$ cat src/rtl/evlog_pkg.sv
`timescale 1ns/1ps
// evlog_pkg: shared field widths, the event record layout and the framer
// state encoding for the event log record packer.
package evlog_pkg;
    localparam int ID_W   = 12;
    localparam int TIME_W = 19;
    localparam int PTR_W  = 19;
    localparam int HOP_W  = 4;
    localparam int LAG_W  = 5;
    localparam int PORT_W = 2;
    localparam int REC_W  = ID_W + TIME_W + PTR_W + HOP_W + LAG_W + PORT_W;
    localparam int WORD_W = 64;

    // Record layout, most significant field first.
    typedef struct packed {
        logic [ID_W-1:0]   pkt_id;
        logic [TIME_W-1:0] stamp;
        logic [PTR_W-1:0]  buf_ptr;
        logic [HOP_W-1:0]  hops;
        logic [LAG_W-1:0]  lag;
        logic [PORT_W-1:0] port;
    } evrec_t;

    typedef enum logic [1:0] {
        FR_IDLE = 2'd0,
        FR_HEAD = 2'd1,
        FR_BODY = 2'd2
    } frm_state_t;
endpackage

$ cat src/rtl/evlog_rr_arb.sv
`timescale 1ns/1ps
// evlog_rr_arb: round-robin arbiter. Grants at most one requester per cycle,
// searching upward from a rotating priority index that moves just past the
// winner. Assumes N >= 2 and that a grant is always consumed in its cycle.
module evlog_rr_arb #(
    parameter int N = 4
) (
    input  logic                 clk,
    input  logic                 rst_n,
    input  logic [N-1:0]         req,
    output logic [N-1:0]         grant,
    output logic [$clog2(N)-1:0] grant_idx,
    output logic                 grant_any
);
    localparam int IDX_W = $clog2(N);

    logic [IDX_W-1:0] prio_q;

    // Search for the first requester at or after the priority index.
    always_comb begin
        grant     = '0;
        grant_idx = '0;
        grant_any = 1'b0;
        for (int k = 0; k < N; k++) begin
            int c;
            c = int'(prio_q) + k;
            if (c >= N) c = c - N;
            if (!grant_any && req[c]) begin
                grant_any = 1'b1;
                grant[c]  = 1'b1;
                grant_idx = IDX_W'(c);
            end
        end
    end

    // Move the priority index just past the winner.
    always_ff @(posedge clk) begin
        if (!rst_n)
            prio_q <= '0;
        else if (grant_any)
            prio_q <= (int'(grant_idx) == N - 1) ? '0 : grant_idx + 1'b1;
    end

    a_r5_grant_onehot: assert property (@(posedge clk) disable iff (!rst_n)
        $onehot0(grant));
    a_r5_grant_in_req: assert property (@(posedge clk) disable iff (!rst_n)
        (grant & ~req) == '0);
    a_r5_no_idle_grant: assert property (@(posedge clk) disable iff (!rst_n)
        (|req) |-> grant_any);
endmodule

$ cat src/rtl/evlog_fifo.sv
`timescale 1ns/1ps
// evlog_fifo: record FIFO with a registered occupancy count and a head
// output read straight from storage. Assumes the caller never pushes when
// full and never pops when empty.
module evlog_fifo #(
    parameter int W     = 61,
    parameter int DEPTH = 16
) (
    input  logic                       clk,
    input  logic                       rst_n,
    input  logic                       push,
    input  logic [W-1:0]               din,
    input  logic                       pop,
    output logic [W-1:0]               head,
    output logic [$clog2(DEPTH+1)-1:0] count,
    output logic                       full
);
    localparam int AW = (DEPTH > 1) ? $clog2(DEPTH) : 1;
    localparam int CW = $clog2(DEPTH + 1);

    logic [W-1:0]  mem [DEPTH];
    logic [AW-1:0] wr_q, rd_q;
    logic [CW-1:0] cnt_q;

    assign head  = mem[rd_q];
    assign count = cnt_q;
    assign full  = (cnt_q == CW'(DEPTH));

    // Write the pushed record into storage.
    always_ff @(posedge clk) begin
        if (push) mem[wr_q] <= din;
    end

    // Advance the pointers and the occupancy count.
    always_ff @(posedge clk) begin
        if (!rst_n) begin
            wr_q  <= '0;
            rd_q  <= '0;
            cnt_q <= '0;
        end else begin
            if (push) wr_q <= (int'(wr_q) == DEPTH - 1) ? '0 : wr_q + 1'b1;
            if (pop)  rd_q <= (int'(rd_q) == DEPTH - 1) ? '0 : rd_q + 1'b1;
            cnt_q <= cnt_q + CW'(push) - CW'(pop);
        end
    end

    a_r7_no_push_full: assert property (@(posedge clk) disable iff (!rst_n)
        push |-> !full);
    a_r4_no_pop_empty: assert property (@(posedge clk) disable iff (!rst_n)
        pop |-> (cnt_q != '0));
endmodule

$ cat src/rtl/evlog_framer.sv
`timescale 1ns/1ps
// evlog_framer: waits until a full batch of records is queued, then emits
// the header word and that batch as zero-padded words on a valid/ready
// stream. Assumes the FIFO count does not fall while it waits (it is the
// only consumer).
module evlog_framer #(
    parameter int          RECS     = 10,
    parameter int          CNT_W    = 5,
    parameter logic [63:0] HDR_WORD = 64'hC0DE_0A0A_5A5A_F00D
) (
    input  logic                      clk,
    input  logic                      rst_n,
    input  logic [CNT_W-1:0]          fifo_count,
    input  logic [evlog_pkg::REC_W-1:0] fifo_head,
    output logic                      pop,
    output logic                      out_valid,
    output logic [63:0]               out_data,
    output logic                      out_last,
    input  logic                      out_ready
);
    import evlog_pkg::*;
    localparam int IW  = $clog2(RECS);
    localparam int PAD = WORD_W - REC_W;

    frm_state_t    st_q;
    logic [IW-1:0] idx_q;

    // Drive the stream from the state and the FIFO head.
    always_comb begin
        out_valid = (st_q != FR_IDLE);
        out_last  = (st_q == FR_BODY) && (int'(idx_q) == RECS - 1);
        out_data  = (st_q == FR_HEAD) ? HDR_WORD : {{PAD{1'b0}}, fifo_head};
        pop       = (st_q == FR_BODY) && out_ready;
    end

    // Step through the idle, header and body phases.
    always_ff @(posedge clk) begin
        if (!rst_n) begin
            st_q  <= FR_IDLE;
            idx_q <= '0;
        end else begin
            case (st_q)
                FR_IDLE: if (fifo_count >= CNT_W'(RECS)) st_q <= FR_HEAD;
                FR_HEAD: if (out_ready) begin
                    st_q  <= FR_BODY;
                    idx_q <= '0;
                end
                FR_BODY: if (out_ready) begin
                    if (int'(idx_q) == RECS - 1) st_q <= FR_IDLE;
                    else idx_q <= idx_q + 1'b1;
                end
                default: st_q <= FR_IDLE;
            endcase
        end
    end

    a_r9_hold_while_stalled: assert property (@(posedge clk) disable iff (!rst_n)
        (out_valid && !out_ready) |=> (out_valid && $stable(out_data) && $stable(out_last)));
    a_r2_last_is_valid: assert property (@(posedge clk) disable iff (!rst_n)
        out_last |-> out_valid);
    a_r3_start_needs_batch: assert property (@(posedge clk) disable iff (!rst_n)
        $rose(out_valid) |-> (fifo_count >= CNT_W'(RECS)));
endmodule

$ cat src/rtl/evlog_packer.sv
`timescale 1ns/1ps
// evlog_packer: top of the event log record packer. Each producer has a
// one-entry holding register, a round-robin arbiter moves one held record
// per cycle into the record FIFO (or discards it when the FIFO is full,
// counting the loss), and the framer streams batches to the host port.
// Assumes FIFO_DEPTH >= RECS_PER_FRAME and N_SRC >= 2.
module evlog_packer #(
    parameter int          N_SRC          = 4,
    parameter int          FIFO_DEPTH     = 16,
    parameter int          RECS_PER_FRAME = 10,
    parameter int          OVF_W          = 8,
    parameter logic [63:0] HDR_WORD       = 64'hC0DE_0A0A_5A5A_F00D
) (
    input  logic                              clk,
    input  logic                              rst_n,
    input  logic [N_SRC-1:0]                  src_valid,
    input  logic [N_SRC*evlog_pkg::REC_W-1:0] src_rec,
    output logic [N_SRC-1:0]                  src_ready,
    output logic                              out_valid,
    output logic [63:0]                       out_data,
    output logic                              out_last,
    input  logic                              out_ready,
    output logic [OVF_W-1:0]                  ovf_count
);
    import evlog_pkg::*;
    localparam int          IDX_W   = $clog2(N_SRC);
    localparam int          CNT_W   = $clog2(FIFO_DEPTH + 1);
    localparam logic [OVF_W-1:0] OVF_MAX = '1;

    logic [N_SRC-1:0] hold_v;
    evrec_t           hold_d [N_SRC];
    logic [N_SRC-1:0] grant;
    logic [IDX_W-1:0] grant_idx;
    logic             grant_any;
    logic             fifo_push, fifo_pop, fifo_full;
    logic [CNT_W-1:0] fifo_count;
    logic [REC_W-1:0] fifo_head;
    logic [OVF_W-1:0] ovf_q;

    assign src_ready = ~hold_v;
    assign ovf_count = ovf_q;

    // One holding register per producer.
    for (genvar g = 0; g < N_SRC; g++) begin : g_hold
        // Capture an offered record when free; release it when granted.
        always_ff @(posedge clk) begin
            if (!rst_n) begin
                hold_v[g] <= 1'b0;
            end else if (!hold_v[g]) begin
                hold_v[g] <= src_valid[g];
                if (src_valid[g]) hold_d[g] <= src_rec[g*REC_W +: REC_W];
            end else if (grant[g]) begin
                hold_v[g] <= 1'b0;
            end
        end

        a_r6_hold_kept: assert property (@(posedge clk) disable iff (!rst_n)
            (hold_v[g] && !grant[g]) |=> (hold_v[g] && $stable(hold_d[g])));
    end

    evlog_rr_arb #(.N(N_SRC)) u_arb (
        .clk       (clk),
        .rst_n     (rst_n),
        .req       (hold_v),
        .grant     (grant),
        .grant_idx (grant_idx),
        .grant_any (grant_any)
    );

    assign fifo_push = grant_any && !fifo_full;

    evlog_fifo #(.W(REC_W), .DEPTH(FIFO_DEPTH)) u_fifo (
        .clk   (clk),
        .rst_n (rst_n),
        .push  (fifo_push),
        .din   (hold_d[grant_idx]),
        .pop   (fifo_pop),
        .head  (fifo_head),
        .count (fifo_count),
        .full  (fifo_full)
    );

    // Count discarded records, saturating at the maximum.
    always_ff @(posedge clk) begin
        if (!rst_n)
            ovf_q <= '0;
        else if (grant_any && fifo_full && ovf_q != OVF_MAX)
            ovf_q <= ovf_q + 1'b1;
    end

    evlog_framer #(.RECS(RECS_PER_FRAME), .CNT_W(CNT_W), .HDR_WORD(HDR_WORD)) u_frm (
        .clk        (clk),
        .rst_n      (rst_n),
        .fifo_count (fifo_count),
        .fifo_head  (fifo_head),
        .pop        (fifo_pop),
        .out_valid  (out_valid),
        .out_data   (out_data),
        .out_last   (out_last),
        .out_ready  (out_ready)
    );

    a_r7_drop_counted: assert property (@(posedge clk) disable iff (!rst_n)
        (grant_any && fifo_full && ovf_q != OVF_MAX) |=> (ovf_q == $past(ovf_q) + 1'b1));
    a_r8_ovf_saturates: assert property (@(posedge clk) disable iff (!rst_n)
        (ovf_q == OVF_MAX) |=> (ovf_q == OVF_MAX));
    a_r7_ovf_only_on_drop: assert property (@(posedge clk) disable iff (!rst_n)
        !(grant_any && fifo_full) |=> $stable(ovf_q));
endmodule

$ cat config.mk
export PLATFORM = sky130hd
export DESIGN_NAME = evlog_packer
export DESIGN_NICKNAME = d
export VERILOG_FILES = /design/src/rtl/evlog_pkg.sv /design/src/rtl/evlog_rr_arb.sv /design/src/rtl/evlog_fifo.sv /design/src/rtl/evlog_framer.sv /design/src/rtl/evlog_packer.sv
export SDC_FILE = /design/constraint.sdc
export NUM_CORES = 1
export LEC_CHECK = 0
export ABC_AREA = 1
export ABC_CLOCK_PERIOD_IN_PS = 6750
export BUFFER_PORTS_ARGS = -buffer_cell sky130_fd_sc_hd__buf_2
export CAP_MARGIN = 20
export CORE_UTILIZATION = 55
export CTS_CLUSTER_DIAMETER = 80
export DETAILED_ROUTE_END_ITERATION = 8
export GPL_TIMING_DRIVEN = 0
export PLACE_DENSITY = 0.72
export SLEW_MARGIN = 15
export SYNTH_ARGS = -nofsm -noshare
export SYNTH_HDL_FRONTEND = slang
export SYNTH_HIERARCHICAL = 1
export SYNTH_SLANG_ARGS = --single-unit
$ cat constraint.sdc
create_clock -name clk -period 6.75 [get_ports clk]
set_input_delay 1.35 -clock clk [delete_from_list [all_inputs] [get_ports clk]]
set_output_delay 1.35 -clock clk [all_outputs]
set_load 0.02 [all_outputs]
# --- Yosys cells after proc, flatten, opt, wreduce, memory -nomap -nowiden ---
# Memories as Yosys holds them, arrays and structs flattened. A register that Yosys moved wholly into a read port is not among the register bits.
# Cells that the tools add are included.
totals:
  ram_bits: 1220
  mem_bits_ro: 0
  ff_bits: 33
  inputBits: 251
  n_memories: 2
  latchBits: 0
  wordCells: 155
op_classes:
  bitwise_logic: 4
  shifts: 0
  muxes: 77
  mul: 0
  eq_ne: 13
  reduce_logical: 21
  div: 0
  magnitude_cmp: 13
  n_addsub: 14
mem_list:
  columns: ["name", "depth", "width", "rd", "rd_clocked_by_memory_dff", "wr", "line", "rtl"]
  rows:
  - ["u_fifo.mem", 16, 61, 1, 1, 1, "evlog_fifo.sv:21", "logic [W-1:0] mem [DEPTH];"]
  - ["hold_d", 4, 61, 1, 0, 4, "evlog_packer.sv:31", "evrec_t hold_d [N_SRC];"]
ops:
  columns: ["cell", "n"]
  rows:
  - ["$ge 32x1->1 const B", 4]
  - ["$lt 32x4->1 const B", 4]
  - ["$mux 32", 4]
  - ["$ge 32x4->1 const B", 3]
  - ["$sub 32x4->32 const B", 3]
  - ["$mux 64", 1]
  - ["$mux 4", 11]
  - ["$mux 1", 42]
  - ["$mux 2", 9]
  - ["$add 4x1->4 const B", 3]
  - ["$logic_and 1x1->1", 12]
  - ["$or 4x4->4", 3]
  - ["$add 8x1->8 const B", 1]
  - ["$bmux 1 s2", 4]
  - ["$demux 1 s2", 4]
  - ["$eq 4x1->1 const B", 2]
  - ["$ne 2x2->1 const B", 4]
  - ["$ne 8x8->1 const B", 1]
  - ["$pmux 4 s2", 1]
  - ["$reduce_and 4->1", 2]
  - ["$add 2x2->3 const B", 2]
  - ["$pmux 2 s3", 1]
  - ["$add 5x1->5", 1]
  - ["$eq 5x5->1 const B", 1]
  - ["14 further kinds", 19]

# --- Depth between registers and ports, before layout ---
depth:
  ltp_word: 18
  depth_mapped: 20

# --- Cells and area by module ---
# The synthesis kept the hierarchy.
modules_own_cells:
  columns: ["mod", "cells_each", "n_inst", "area_each_um2"]
  rows:
  - ["evlog_fifo", 4051, 1, 42370.6]
  - ["evlog_packer", 694, 1, 10286.1]
  - ["evlog_framer", 168, 1, 885.8]
  - ["evlog_rr_arb", 103, 1, 665.6]

# --- Least setup slack after synthesis ---
# Ideal clock, no wire load.
synth_timing:
  path_type: "register -> register"
  startpoint: "register u_arb.prio_q[0]"
  endpoint: "memory u_fifo.mem[7][0], enable pin"
  setup_slack_ns: 0.142
  period_less_slack_ns: 6.608
  path_buffers: 2
  setup_ns: 0.555
  stages_incl_launch_ff: 14
  arrival_ns: 6.053
  required_ns: 6.195
  cell_sequence: "dfxtp_1 > buf_6 > inv_8 > ha_1 > inv_1 > nand2_1 > nand2_2 > nor2_8 > nand3_4 > inv_1 > nor2_1 > clkbuf_1 > nand2_1 > nor3_1"
synth_via:
  elab_chain_len: 18
  word_cells_on_any_way: 40
  classes_between: "7 x add/sub; 4 x order compare; 22 x mux; 7 x reduce/logical"
synth_rtl:
  columns: ["element", "line", "rtl"]
  rows:
  - ["start: declaration", "evlog_rr_arb.sv:17", "logic [IDX_W-1:0] prio_q;"]
  - ["start signal: assignment", "evlog_rr_arb.sv:41", "prio_q <= (int'(grant_idx) == N - 1) ? '0 : grant_idx + 1'b1;"]
  - ["branches (longest 14 deep; another with $sub 32x4->32)", null, null]
  - ["$mux 1 *", "evlog_rr_arb.sv:28", "if (!grant_any && req[c]) begin"]
  - ["named net grant_any", "evlog_packer.sv:34", "logic grant_any;"]
  - ["$logic_and 1x1->1 *", "evlog_packer.sv:70", "assign fifo_push = grant_any && !fifo_full;"]
  - ["named net fifo_push", "evlog_packer.sv:35", "logic fifo_push, fifo_pop, fifo_full;"]
  - ["$mux 1 *", "evlog_fifo.sv:31", "if (push) mem[wr_q] <= din;"]
  - ["$mux 1 (implied by the code) *", "evlog_fifo.sv:31", null]
  - ["end: declaration", "evlog_fifo.sv:21", null]
# Mark *: on every way through the listed nets, which the timed path passes. The select of a mux whose other input is x is not followed.

==> flow_metrics.py <==
metrics = {
    "status": {
        "status": "finished, final reports clean",
    },
    "die": {
        "dieArea_mm2": 0.0998,
        "start_util_pct": 55.8,
        "fp.coreArea_mm2": 0.0971,
        "row_count": 114,
        "die_y_um": 316,
        "io_pins": 329,
        "die_x_um": 316,
    },
    "global_routing": {
        "grt_pass1_wl_um": 217000,
        "grt_max_degree": 27,
        "track_usage_pct": 29.5,
        "grt_pass1_vias": 36600,
        "grt_overflow": 0,
        "antenna_found_initial": 7,
    },
    "clock_network": {
        "clock_latency_ns": 0.70,
        "clkTransAtPathRegs_ns": 0.07,
        "post-cts-setup-buffers": 0,
        "cts_tree": "done",
        "cts_resized": 0,
        "ctsHoldBuffers": 0,
        "htreeDepth": 3,
        "cts_buffers": 119,
        "cts-root-buf": "clkbuf_16",
        "cts_buffer_depth": 3,
        "clock_sinks": 1257,
    },
    "synthesis": {
        "syn_area_mm2": 0.0542,
        "synth_cell_types": 41,
        "synth-seq-cells": 1257,
        "syn_inst": 5016,
        "syn_nets": 5291,
        "synth_warnings": 6,
        "ys_seq_area_share_pct": 68.9,
        "avgSynthCellArea_um2": 10.8,
    },
    "sta": {
        "setup_viol": 0,
        "finalMaxSlewViolations": 0,
        "hold_viol_final": 0,
        "max-slew-margin-rel_pct": 23.6,
        "tightestPinTransition_ns": 1.15,
        "fmax_ghz": 0.187,
        "clock_skew_ns": 0.0303,
        "layout_min_cycle_time_ns": 5.36,
        "tns_ns": 0,
        "rsz0062_at_grt": "false",
        "post-route-period-util_pct": 79.4,
    },
    "setup_path": {
        "reg2reg_depth": 15,
        "path_class": "reg -> out",
        "start_kind": "register",
        "reg2reg_from": "u_arb/prio_q[1]",
        "critPathRequiredTime_ns": 5.40,
        "crit_end": "out_data[16]",
        "critPathCaptureType": "output pin",
        "reg2reg_slack_ns": 2.34,
        "r2r_end": "u_fifo/mem[12][53]",
        "critical_path.max_fanout": 10,
        "arrival_ns": 4.01,
    },
    "pwr": {
        "finalPower_mw": 31.2,
        "peakVddDrop_mv": 0.534,
        "power_density_mw_per_mm2": 497,
        "p_leak_nw": 26.3,
    },
    "drt": {
        "top_layer": "met5",
        "route.detailed.drc": 0,
        "wl_per_cell_um": 21.3,
        "route.vias.total": 37900,
        "wl_met2_um": 71000,
        "drt-initial-drc-count": 4266,
        "routed-wl-met3_um": 14600,
        "wirelength_um": 148000,
        "drt-met1-wl_um": 56200,
        "via_per_inst": 5.49,
        "first_pass_iters": 6,
        "antenna_left": 0,
    },
    "place": {
        "hpwl_um": 102000,
        "dp.cells": 6681,
        "portBuffers": 327,
        "gp_congestion": 0.871,
        "place_area_mm2": 0.0588,
    },
    "cells_and_area": {
        "final_cell_mix": "1374 x nand2_1, 1220 x edfxtp_1, 830 x inv_1, 758 x nand3_1, 471 x buf_2",
        "mostFrequentLayoutCell": "nand2_1",
        "nets": 5801,
        "drive_gt1_share_pct": 16.3,
        "syn2layout_area_growth_pct": 15.7,
        "design_area_mm2": 0.0627,
        "layoutNonFillerInstCount": 6910,
    },
    "run": {
        "drv_cap": 0,
    },
    "hold_path": {
        "hp-class": "reg -> reg",
    },
}
[how the worst min path moves through the flow]
| stage | start | to | slack (ns) | cells past startpoint |
|---|---|---|---|---|
| 6_report | u_frm/idx_q[2] | u_frm/idx_q[2] | 0.49 | 2 |
| 5_1_grt | u_frm/idx_q[1] | u_frm/idx_q[1] | 0.51 | 2 |
| 4_1_cts | u_fifo/rd_q[3] | u_fifo/rd_q[3] | 0.49 | 1 |
| 3_5_place_dp | u_fifo/rd_q[3] | u_fifo/rd_q[3] | 0.48 | 1 |
| 2_1_floorplan | u_fifo/rd_q[3] | register | 0.44 | 1 |
| 3_3_place_gp | u_fifo/rd_q[3] | u_fifo/rd_q[3] | 0.46 | 1 |
[cell families after synthesis]
kind of cell | synth area share (%)
DFF | 68.9
adders and majority gates | 0.568
buffers and inverters | 8.20
other | 0.00692
and+or+nand+nor | 19.5
xor gates and xnor gates | 0.0485
AOI/OAI and AO/OA | 2.70
[power by group]
| group | switching [mW] | leakage (nW) | internal, mW |
|---|---|---|---|
| sequential | 0.247 | 11.4 | 12.9 |
| combinational | 8.62 | 13.0 | 2.75 |
| clock | 2.87 | 1.90 | 3.79 |
| total | 11.7 | 26.3 | 19.4 |
[cell type report]
cell class	instances	area [um^2]
antenna	9	22.5
buffer	252	1280
clock buffer	140	3120
clock inverter	80	762
fill	7070	34400
inverter	842	3170
multi-input combinational	2665	12700
sequential	1257	37400
tap	1276	1600
timing repair buffer	389	2710
[cell usage after synthesis, drive strengths merged]
master | n | area [um^2]
a21oi | 23 | 119
clkbuf | 57 | 214
nor2 | 226 | 1220
inv | 840 | 3160
ha | 23 | 288
conb | 1 | 3.75
fa | 1 | 20.0
edfxtp | 1220 | 36600
o21ai | 133 | 669
a31oi | 1 | 6.26
dfxtp | 37 | 741
nand3 | 762 | 3860
nand4 | 3 | 18.8
buf | 195 | 1060
a21boi | 1 | 7.51
o211ai | 1 | 7.51
o21bai | 1 | 7.51
nor3 | 5 | 25.0
or2 | 27 | 169
nand2 | 1390 | 5290
xor2 | 3 | 26.3
clkinv | 2 | 7.51
o22ai | 63 | 644
nand3b | 1 | 7.51
[state kept, by name, summed over array words and instances, names as in the netlist, named ones only]
signal        count
hold_d          244
hold_v            4
ovf_count         8
u_arb/prio_q      2
u_fifo/count      5
u_fifo/mem      976
u_fifo/rd_q       4
u_fifo/wr_q       4
u_frm/idx_q       4
u_frm/st_q        2
[worst max-delay path, stage by stage (launching register included)]
cell	delay (ns)
dfxtp_1	0.31
buf_2	0.32
clkinv_1	0.46
buf_2	0.48
buf_1	0.56
nand3_1	0.26
nand3_1	0.20
nand2_1	0.13
inv_1	0.04
nor2_1	0.25
buf_2	0.27
[metal layers]
layer | track usage (%) | vias to the layer above
li1 | - | 17500
met1 | 39.0 | 18000
met2 | 48.7 | 2096
met3 | 4.45 | 306
met5 | 0 | -
met4 | 13.0 | 4
[through the flow]
| stage | worst slack (ns) | hold slack [ns] | utilization (%) |
|---|---|---|---|
| after floorplan | 0.142 | 0.436 | - |
| after global placement | -3.96 | 0.458 | 59.1 |
| after detailed placement | 2.23 | 0.479 | 60.5 |
| after CTS | 1.47 | 0.491 | 64.5 |
| after global routing | 1.39 | 0.506 | 64.5 |
| final | 1.39 | 0.493 | 64.5 |
Note: power is estimated with default switching activity, not from simulation.
